## src/rtl/pwr_pkg.sv

```systemverilog
package pwr_pkg;
  typedef enum logic [2:0] {
    PS_PWRDN   = 3'd0,
    PS_NAP     = 3'd1,
    PS_STANDBY = 3'd2,
    PS_ACTIVE  = 3'd3,
    PS_ACT_RD  = 3'd4,
    PS_ACT_WR  = 3'd5
  } pwr_state_e;

  typedef enum logic [1:0] {
    ROP_NONE  = 2'd0,
    ROP_PWRDN = 2'd1,
    ROP_NAP   = 2'd2,
    ROP_RELAX = 2'd3
  } row_op_e;

  typedef enum logic [1:0] {
    TP_IDLE = 2'd0,
    TP_A    = 2'd1,
    TP_B    = 2'd2
  } tmr_phase_e;
endpackage

```

## src/rtl/pwr_wake_rx.sv

```systemverilog
module pwr_wake_rx #(
  parameter int DEV_W = 5
) (
  input  logic             clk,
  input  logic             rst_n,
  input  logic             en,
  input  logic             bit_stb,
  input  logic             bit_val,
  output logic             frame_vld,
  output logic [DEV_W-1:0] frame_addr,
  output logic             frame_tgt
);
  localparam int FRAME_W = DEV_W + 1;
  localparam int CNT_W   = $clog2(FRAME_W + 1);
  localparam logic [CNT_W-1:0] LAST = CNT_W'(FRAME_W - 1);

  logic               busy_q, busy_d;
  logic [CNT_W-1:0]   cnt_q, cnt_d;
  logic [FRAME_W-1:0] sh_q, sh_d;
  logic [FRAME_W-1:0] frm_q, frm_d;
  logic               vld_q, vld_d;

  always_comb begin
    busy_d = busy_q;
    cnt_d  = cnt_q;
    sh_d   = sh_q;
    frm_d  = frm_q;
    vld_d  = 1'b0;
    if (!en) begin
      busy_d = 1'b0;
      cnt_d  = '0;
    end else if (bit_stb) begin
      if (!busy_q) begin
        if (bit_val) begin
          busy_d = 1'b1;
          cnt_d  = '0;
        end
      end else begin
        sh_d = {sh_q[FRAME_W-2:0], bit_val};
        if (cnt_q == LAST) begin
          busy_d = 1'b0;
          cnt_d  = '0;
          vld_d  = 1'b1;
          frm_d  = {sh_q[FRAME_W-2:0], bit_val};
        end else begin
          cnt_d = cnt_q + 1'b1;
        end
      end
    end
  end

  always_ff @(posedge clk or negedge rst_n) begin
    if (!rst_n) begin
      busy_q <= 1'b0;
      cnt_q  <= '0;
      sh_q   <= '0;
      frm_q  <= '0;
      vld_q  <= 1'b0;
    end else begin
      busy_q <= busy_d;
      cnt_q  <= cnt_d;
      sh_q   <= sh_d;
      frm_q  <= frm_d;
      vld_q  <= vld_d;
    end
  end

  assign frame_vld  = vld_q;
  assign frame_addr = frm_q[FRAME_W-1:1];
  assign frame_tgt  = frm_q[0];
endmodule

```

## src/rtl/pwr_exit_timer.sv

```systemverilog
module pwr_exit_timer
  import pwr_pkg::*;
#(
  parameter int A_W  = 5,
  parameter int B_W  = 5,
  parameter int N_W  = 5,
  parameter int UNIT = 64
) (
  input  logic           clk,
  input  logic           rst_n,
  input  logic           start,
  input  logic           start_pd,
  input  logic           tick,
  input  logic [A_W-1:0] len_a,
  input  logic [B_W-1:0] len_b,
  input  logic [N_W-1:0] len_nap,
  output logic           busy,
  output logic           done
);
  localparam int AB_W   = (A_W > B_W) ? A_W : B_W;
  localparam int REM_W  = (AB_W > N_W) ? AB_W : N_W;
  localparam int UNIT_W = (UNIT > 1) ? $clog2(UNIT) : 1;
  localparam logic [UNIT_W-1:0] U_LAST = UNIT_W'(UNIT - 1);

  tmr_phase_e         ph_q, ph_d;
  logic [REM_W-1:0]   rem_q, rem_d;
  logic [UNIT_W-1:0]  unit_q, unit_d;
  logic               done_q, done_d;

  always_comb begin
    ph_d   = ph_q;
    rem_d  = rem_q;
    unit_d = unit_q;
    done_d = 1'b0;
    case (ph_q)
      TP_IDLE: begin
        if (start) begin
          unit_d = '0;
          if (start_pd) begin
            ph_d  = TP_A;
            rem_d = REM_W'(len_a);
          end else begin
            ph_d  = TP_B;
            rem_d = REM_W'(len_nap);
          end
        end
      end
      TP_A, TP_B: begin
        if (rem_q == '0) begin
          unit_d = '0;
          if (ph_q == TP_A) begin
            ph_d  = TP_B;
            rem_d = REM_W'(len_b);
          end else begin
            ph_d   = TP_IDLE;
            done_d = 1'b1;
          end
        end else if (tick) begin
          if (unit_q == U_LAST) begin
            unit_d = '0;
            rem_d  = rem_q - 1'b1;
          end else begin
            unit_d = unit_q + 1'b1;
          end
        end
      end
      default: ph_d = TP_IDLE;
    endcase
  end

  always_ff @(posedge clk or negedge rst_n) begin
    if (!rst_n) begin
      ph_q   <= TP_IDLE;
      rem_q  <= '0;
      unit_q <= '0;
      done_q <= 1'b0;
    end else begin
      ph_q   <= ph_d;
      rem_q  <= rem_d;
      unit_q <= unit_d;
      done_q <= done_d;
    end
  end

  assign busy = (ph_q != TP_IDLE);
  assign done = done_q;
endmodule

```

## src/rtl/pwr_state_fsm.sv

```systemverilog
module pwr_state_fsm
  import pwr_pkg::*;
#(
  parameter int DEV_W = 5
) (
  input  logic             clk,
  input  logic             rst_n,
  input  logic             row_vld,
  input  logic [1:0]       row_op,
  input  logic             row_hit,
  input  logic             col_vld,
  input  logic             col_rd,
  input  logic             frame_vld,
  input  logic [DEV_W-1:0] frame_addr,
  input  logic             frame_tgt,
  input  logic             cfg_bcast,
  input  logic [DEV_W-1:0] dev_id,
  input  logic             tmr_busy,
  input  logic             tmr_done,
  output pwr_state_e       state,
  output logic             exit_start,
  output logic             exit_pd,
  output logic             rx_en
);
  pwr_state_e st_q, st_d;
  logic       tgt_q, tgt_d;
  logic       low_pwr;
  logic       row_go;
  logic       addr_ok;

  assign low_pwr    = (st_q == PS_PWRDN) || (st_q == PS_NAP);
  assign row_go     = row_vld && row_hit;
  assign addr_ok    = cfg_bcast || (frame_addr == dev_id);
  assign exit_start = frame_vld && low_pwr && !tmr_busy && addr_ok;
  assign exit_pd    = (st_q == PS_PWRDN);
  assign rx_en      = low_pwr && !tmr_busy;

  always_comb begin
    st_d  = st_q;
    tgt_d = exit_start ? frame_tgt : tgt_q;
    case (st_q)
      PS_PWRDN, PS_NAP: begin
        if (tmr_done) st_d = tgt_q ? PS_ACTIVE : PS_STANDBY;
      end
      PS_STANDBY: begin
        if (row_go && row_op == ROP_PWRDN)     st_d = PS_PWRDN;
        else if (row_go && row_op == ROP_NAP)  st_d = PS_NAP;
      end
      PS_ACTIVE: begin
        if (row_go && row_op == ROP_PWRDN)      st_d = PS_PWRDN;
        else if (row_go && row_op == ROP_NAP)   st_d = PS_NAP;
        else if (row_go && row_op == ROP_RELAX) st_d = PS_STANDBY;
        else if (col_vld)                       st_d = col_rd ? PS_ACT_RD : PS_ACT_WR;
      end
      PS_ACT_RD, PS_ACT_WR: begin
        if (col_vld) st_d = col_rd ? PS_ACT_RD : PS_ACT_WR;
        else         st_d = PS_ACTIVE;
      end
      default: st_d = PS_PWRDN;
    endcase
  end

  always_ff @(posedge clk or negedge rst_n) begin
    if (!rst_n) begin
      st_q  <= PS_PWRDN;
      tgt_q <= 1'b0;
    end else begin
      st_q  <= st_d;
      tgt_q <= tgt_d;
    end
  end

  assign state = st_q;
endmodule

```

## src/rtl/pwr_state_ctrl.sv

```systemverilog
module pwr_state_ctrl
  import pwr_pkg::*;
#(
  parameter int DEV_W  = 5,
  parameter int PDA_W  = 5,
  parameter int PDB_W  = 5,
  parameter int NAP_W  = 5,
  parameter int UNIT   = 64,
  parameter int SYNC_N = 2
) (
  input  logic             clk,
  input  logic             rst_n,
  input  logic             row_vld,
  input  logic [1:0]       row_op,
  input  logic             row_hit,
  input  logic             col_vld,
  input  logic             col_rd,
  input  logic             ser_clk,
  input  logic             ser_cmd,
  input  logic             cfg_exit_bcast,
  input  logic [DEV_W-1:0] dev_id,
  input  logic [PDA_W-1:0] cfg_pd_exit_a,
  input  logic [PDB_W-1:0] cfg_pd_exit_b,
  input  logic [NAP_W-1:0] cfg_nap_exit,
  output logic [2:0]       pwr_state,
  output logic             col_en
);
  logic [SYNC_N-1:0] sck_pipe;
  logic [SYNC_N-1:0] cmd_pipe;
  logic              sck_last;
  logic              sck_rise;

  genvar g;
  generate
    for (g = 0; g < SYNC_N; g++) begin : g_sync
      always_ff @(posedge clk or negedge rst_n) begin
        if (!rst_n) begin
          sck_pipe[g] <= 1'b0;
          cmd_pipe[g] <= 1'b0;
        end else begin
          sck_pipe[g] <= (g == 0) ? ser_clk : sck_pipe[(g == 0) ? 0 : g-1];
          cmd_pipe[g] <= (g == 0) ? ser_cmd : cmd_pipe[(g == 0) ? 0 : g-1];
        end
      end
    end
  endgenerate

  always_ff @(posedge clk or negedge rst_n) begin
    if (!rst_n) sck_last <= 1'b0;
    else        sck_last <= sck_pipe[SYNC_N-1];
  end

  assign sck_rise = sck_pipe[SYNC_N-1] && !sck_last;

  logic             rx_en;
  logic             frame_vld;
  logic [DEV_W-1:0] frame_addr;
  logic             frame_tgt;
  logic             exit_start;
  logic             exit_pd;
  logic             tmr_busy;
  logic             exit_done;
  pwr_state_e       state;

  pwr_wake_rx #(.DEV_W(DEV_W)) u_rx (
    .clk        (clk),
    .rst_n      (rst_n),
    .en         (rx_en),
    .bit_stb    (sck_rise),
    .bit_val    (cmd_pipe[SYNC_N-1]),
    .frame_vld  (frame_vld),
    .frame_addr (frame_addr),
    .frame_tgt  (frame_tgt)
  );

  pwr_exit_timer #(.A_W(PDA_W), .B_W(PDB_W), .N_W(NAP_W), .UNIT(UNIT)) u_tmr (
    .clk      (clk),
    .rst_n    (rst_n),
    .start    (exit_start),
    .start_pd (exit_pd),
    .tick     (sck_rise),
    .len_a    (cfg_pd_exit_a),
    .len_b    (cfg_pd_exit_b),
    .len_nap  (cfg_nap_exit),
    .busy     (tmr_busy),
    .done     (exit_done)
  );

  pwr_state_fsm #(.DEV_W(DEV_W)) u_fsm (
    .clk        (clk),
    .rst_n      (rst_n),
    .row_vld    (row_vld),
    .row_op     (row_op),
    .row_hit    (row_hit),
    .col_vld    (col_vld),
    .col_rd     (col_rd),
    .frame_vld  (frame_vld),
    .frame_addr (frame_addr),
    .frame_tgt  (frame_tgt),
    .cfg_bcast  (cfg_exit_bcast),
    .dev_id     (dev_id),
    .tmr_busy   (tmr_busy),
    .tmr_done   (exit_done),
    .state      (state),
    .exit_start (exit_start),
    .exit_pd    (exit_pd),
    .rx_en      (rx_en)
  );

  assign pwr_state = state;
  assign col_en    = (state == PS_ACTIVE) || (state == PS_ACT_RD) || (state == PS_ACT_WR);
endmodule

```

## config.mk

```make
export PLATFORM = sky130hd
export DESIGN_NAME = pwr_state_ctrl
export DESIGN_NICKNAME = d
export VERILOG_FILES = /design/src/rtl/pwr_pkg.sv /design/src/rtl/pwr_wake_rx.sv /design/src/rtl/pwr_exit_timer.sv /design/src/rtl/pwr_state_fsm.sv /design/src/rtl/pwr_state_ctrl.sv
export SDC_FILE = /design/constraint.sdc
export NUM_CORES = 1
export LEC_CHECK = 0
export BUFFER_PORTS_ARGS = -buffer_cell sky130_fd_sc_hd__buf_2
export CAP_MARGIN = 20
export CORE_MARGIN = 2
export CORE_UTILIZATION = 45
export DETAILED_ROUTE_END_ITERATION = 8
export MAX_ROUTING_LAYER = met4
export PLACE_DENSITY_LB_ADDON = 0.3
export SLEW_MARGIN = 20
export SYNTH_ARGS = -nofsm -noshare
export SYNTH_HDL_FRONTEND = slang
export SYNTH_SLANG_ARGS = --single-unit
```

## constraint.sdc

```tcl
create_clock -name clk -period 2.1 [get_ports clk]
set_input_delay 0.42 -clock clk [delete_from_list [all_inputs] [get_ports clk]]
set_output_delay 0.42 -clock clk [all_outputs]
set_load 0.02 [all_outputs]
```

==> flow_summary.yaml <==
global_route:
  antenna_found_initial: 0
  grt_pass1_vias: 1657
  grt_max_degree: 40
  gr-total-overflow: 0
  grt_use_total_pct: 18.6
  grt_pass1_wl_mm: 7.46
synth:
  synth_flop_cell: "dfrtp_1"
  synthTopCellsByArea: "dfrtp_1, mux2_2, mux2i_1"
  ys_async_sr_fraction_pct: 100
  yosysSeqAreaShare_pct: 45.1
  synth_top_cell_area_share_pct: 45.1
  yosysTopAreaCell: "dfrtp_1"
  synthCells: 204
  synth_area_mm2: 0.00217
  synthTopCellsByCount: "dfrtp_1, mux2_2, nand2_1"
  ys_warn_count: 0
  yosysMostFrequentCell: "dfrtp_1"
  avgSynthCellArea_um2: 10.6
  synth-edff-count: 0
  synth_cell_types: 51
  ys_ff_latch: 39
  syn_nets: 241
worst_setup_path:
  path_max_fanout: 5
  r2r-end: "u_tmr.ph_q[1]$_DFFE_PN0P_"
  crit_family: "simple AND/OR/NAND/NOR gates"
  crit_chain: "inv_1, ha_1, or4b_4, buf_4, and2_4, or4_1, o221ai_2"
  worstSetupEndpointType: "flop"
  r2r_slack_ns: 0.03
  crit_slowest_cell: "or4b_4"
  critPathLaunchType: "flop"
  crit_path_max_incr_delay_ns: 0.52
  crit_required_ns: 2.32
  cp_data_arrival_time_ns: 2.29
  regToRegStartpoint: "u_tmr.rem_q[1]$_DFFE_PN0P_"
  critPathBufInv: 2
  cp-startpoint: "u_tmr.rem_q[1]$_DFFE_PN0P_"
  worstRegToRegCells: 7
  path_class: "reg2reg"
sta:
  worst_pin_slew_ns: 0.486
  timing.final.crit_share_pct: 98.5
  hold_viol: 0
  tns_ns: 0
  rsz0062_at_grt: "true"
  timing.fmax_ghz: 0.484
  fin_crit_ns: 2.07
  slew_violations: 0
  relSlewSlack_pct: 67.6
  finClkSkew_ns: 0.00518
  hold_ws_ns: 0.156
  setup_viol: 0
drt:
  avgViaCountPerCell: 5.53
  top_layer: "met4"
  drc: 0
  post_drt_wl_per_cell_um: 14.1
  vias: 1771
  wl_met3_um: 170
  met2_length_mm: 2.13
  antenna_left: 0
  dr.pass1.iters: 5
  wirelength_mm: 4.52
  drt_iter0_drc: 119
  wl_met1_mm: 2.17
floorplanning:
  dieArea_mm2: 0.00538
  start_util_pct: 46.2
  core_region_area_mm2: 0.00469
  die_height_um: 73.4
  io_pins: 35
  rows: 25
  die_w_um: 73.4
layout:
  area_growth_pct: 26.0
  nFillCells: 419
  n_antenna_cell: 0
  register_area_um2: 976
  fin_nets: 302
  multi_input_area_mm2: 0.00118
  drive_gt1_share_pct: 40.2
run_status:
  status: "completed"
clock_network:
  clk_latency_ns: 0.30
  path_clk_slew_ns: 0.08
  clock-sinks: 39
  cts_hold_buf: 0
  cts_root_buffer: "clkbuf_8"
  cts_buffers: 5
  cts_tree: "yes"
  max-clock-path-buffers: 2
  htreeDepth: 2
placement:
  dp_hpwl_mm: 3.19
  port_buffers: 34
  globalplace.congestion: 0.838
pwr:
  p_per_area_mw_per_mm2: 844
  p_leak_nw: 1.26
  vdd_ir_drop_max_v: 0.000514
run:
  drv_cap: 0
worst_hold_path:
  hold_class: "in2async"
[placed cells by master, fill, tap and decap left out, drive strengths merged, types with 2 or more instances in the layout]
cell type  Yosys  layout
nor2          10      10
nor3           6       6
o22ai          3       3
inv            9      10
nor2b          4       4
clkbuf         2       5
nor4b          3       3
dfrtp         39      39
nand2b         3       3
ha             6       6
nor3b          4       4
nand3b         2       2
xnor2          5       5
o211ai         4       4
mux2i          9       9
buf            3      59
nand2         19      19
or3b           2       2
mux2          19      19
a31oi          2       2
o21ai         17      17
nand3          7       7
a21oi          8       8
[metrics by stage]
stage | worst slack, ns | cells | cell area, um^2 | power [W] | utilization (%)
after floorplan | 0.0213 | 204 | 2170 | 0.00140 | -
after global placement | 0.0546 | 309 | 2540 | 0.00162 | 54.1
after detailed placement | -0.0186 | 309 | 2540 | 0.00164 | 54.1
after CTS | 0.0163 | 319 | 2680 | 0.00229 | 57.0
after global routing | -0.0503 | 320 | 2730 | 0.00245 | 58.2
final | 0.0318 | 320 | 2730 | 0.00230 | 58.2
[sequential cells by signal (all words and copies together) (netlist names), 2 cells and up]
signal        count
cmd_pipe          2
sck_pipe          2
u_tmr.unit_q      6
u_rx.sh_q         5
u_tmr.ph_q        2
u_rx.frm_q        6
u_fsm.state       3
u_tmr.rem_q       5
u_rx.cnt_q        3
[cells by family after synthesis]
logic type,Yosys count,share of synthesized area [%]
AO/OA/AOI/OAI,45,14.2
XOR/XNOR,6,2.43
adder cells (fa/ha/maj),6,3.47
buffers and inverters,14,2.89
flip-flops,39,45.1
multiplexers,28,14.0
AND/OR/NAND/NOR,66,18.0
[how the worst max path moves through the flow]
stage                                       end  slack (ns)  cells after the start
global placement    u_tmr.unit_q[5]$_DFFE_PN0P_        0.05                      7
global route         u_tmr.rem_q[1]$_DFFE_PN0P_       -0.05                      7
floorplan             u_rx.frm_q[0]$_DFFE_PN0P_        0.02                      7
finish                u_tmr.ph_q[1]$_DFFE_PN0P_        0.03                      7
CTS                   u_tmr.ph_q[1]$_DFFE_PN0P_        0.02                      8
detailed placement  u_tmr.unit_q[5]$_DFFE_PN0P_       -0.02                      7
[area by class of cell]
class | count | area share (%)
Clock buffer | 5 | 2.52
Clock inverter | 3 | 1.70
Inverter | 9 | 1.24
Multi-Input combinational cell | 151 | 43.2
Sequential cell | 39 | 35.8
Tap cell | 54 | 2.48
Timing Repair Buffer | 59 | 13.1
[what timing repair did]
action,in CTS,in global routing
resized for setup,1,11
setup endpoints to repair,12,19
cloned,0,0
pin swaps,4,4
buffers inserted,2,1
[per-layer routing]
layer	vias to the layer above	global-route usage, %
li1	866	-
met1	848	24.5
met2	48	28.8
met3	9	3.70
met4	0	6.67
met5	-	-
[report_power, final]
| group | total (W) | internal, W | switching [W] |
|---|---|---|---|
| clock network | 0.000644 | 0.000358 | 0.000286 |
| logic | 0.000677 | 0.000354 | 0.000324 |
| registers | 0.000983 | 0.000868 | 0.000114 |
| total | 0.00230 | 0.00158 | 0.000724 |
No activity file was read; power rests on OpenSTA's default activity.
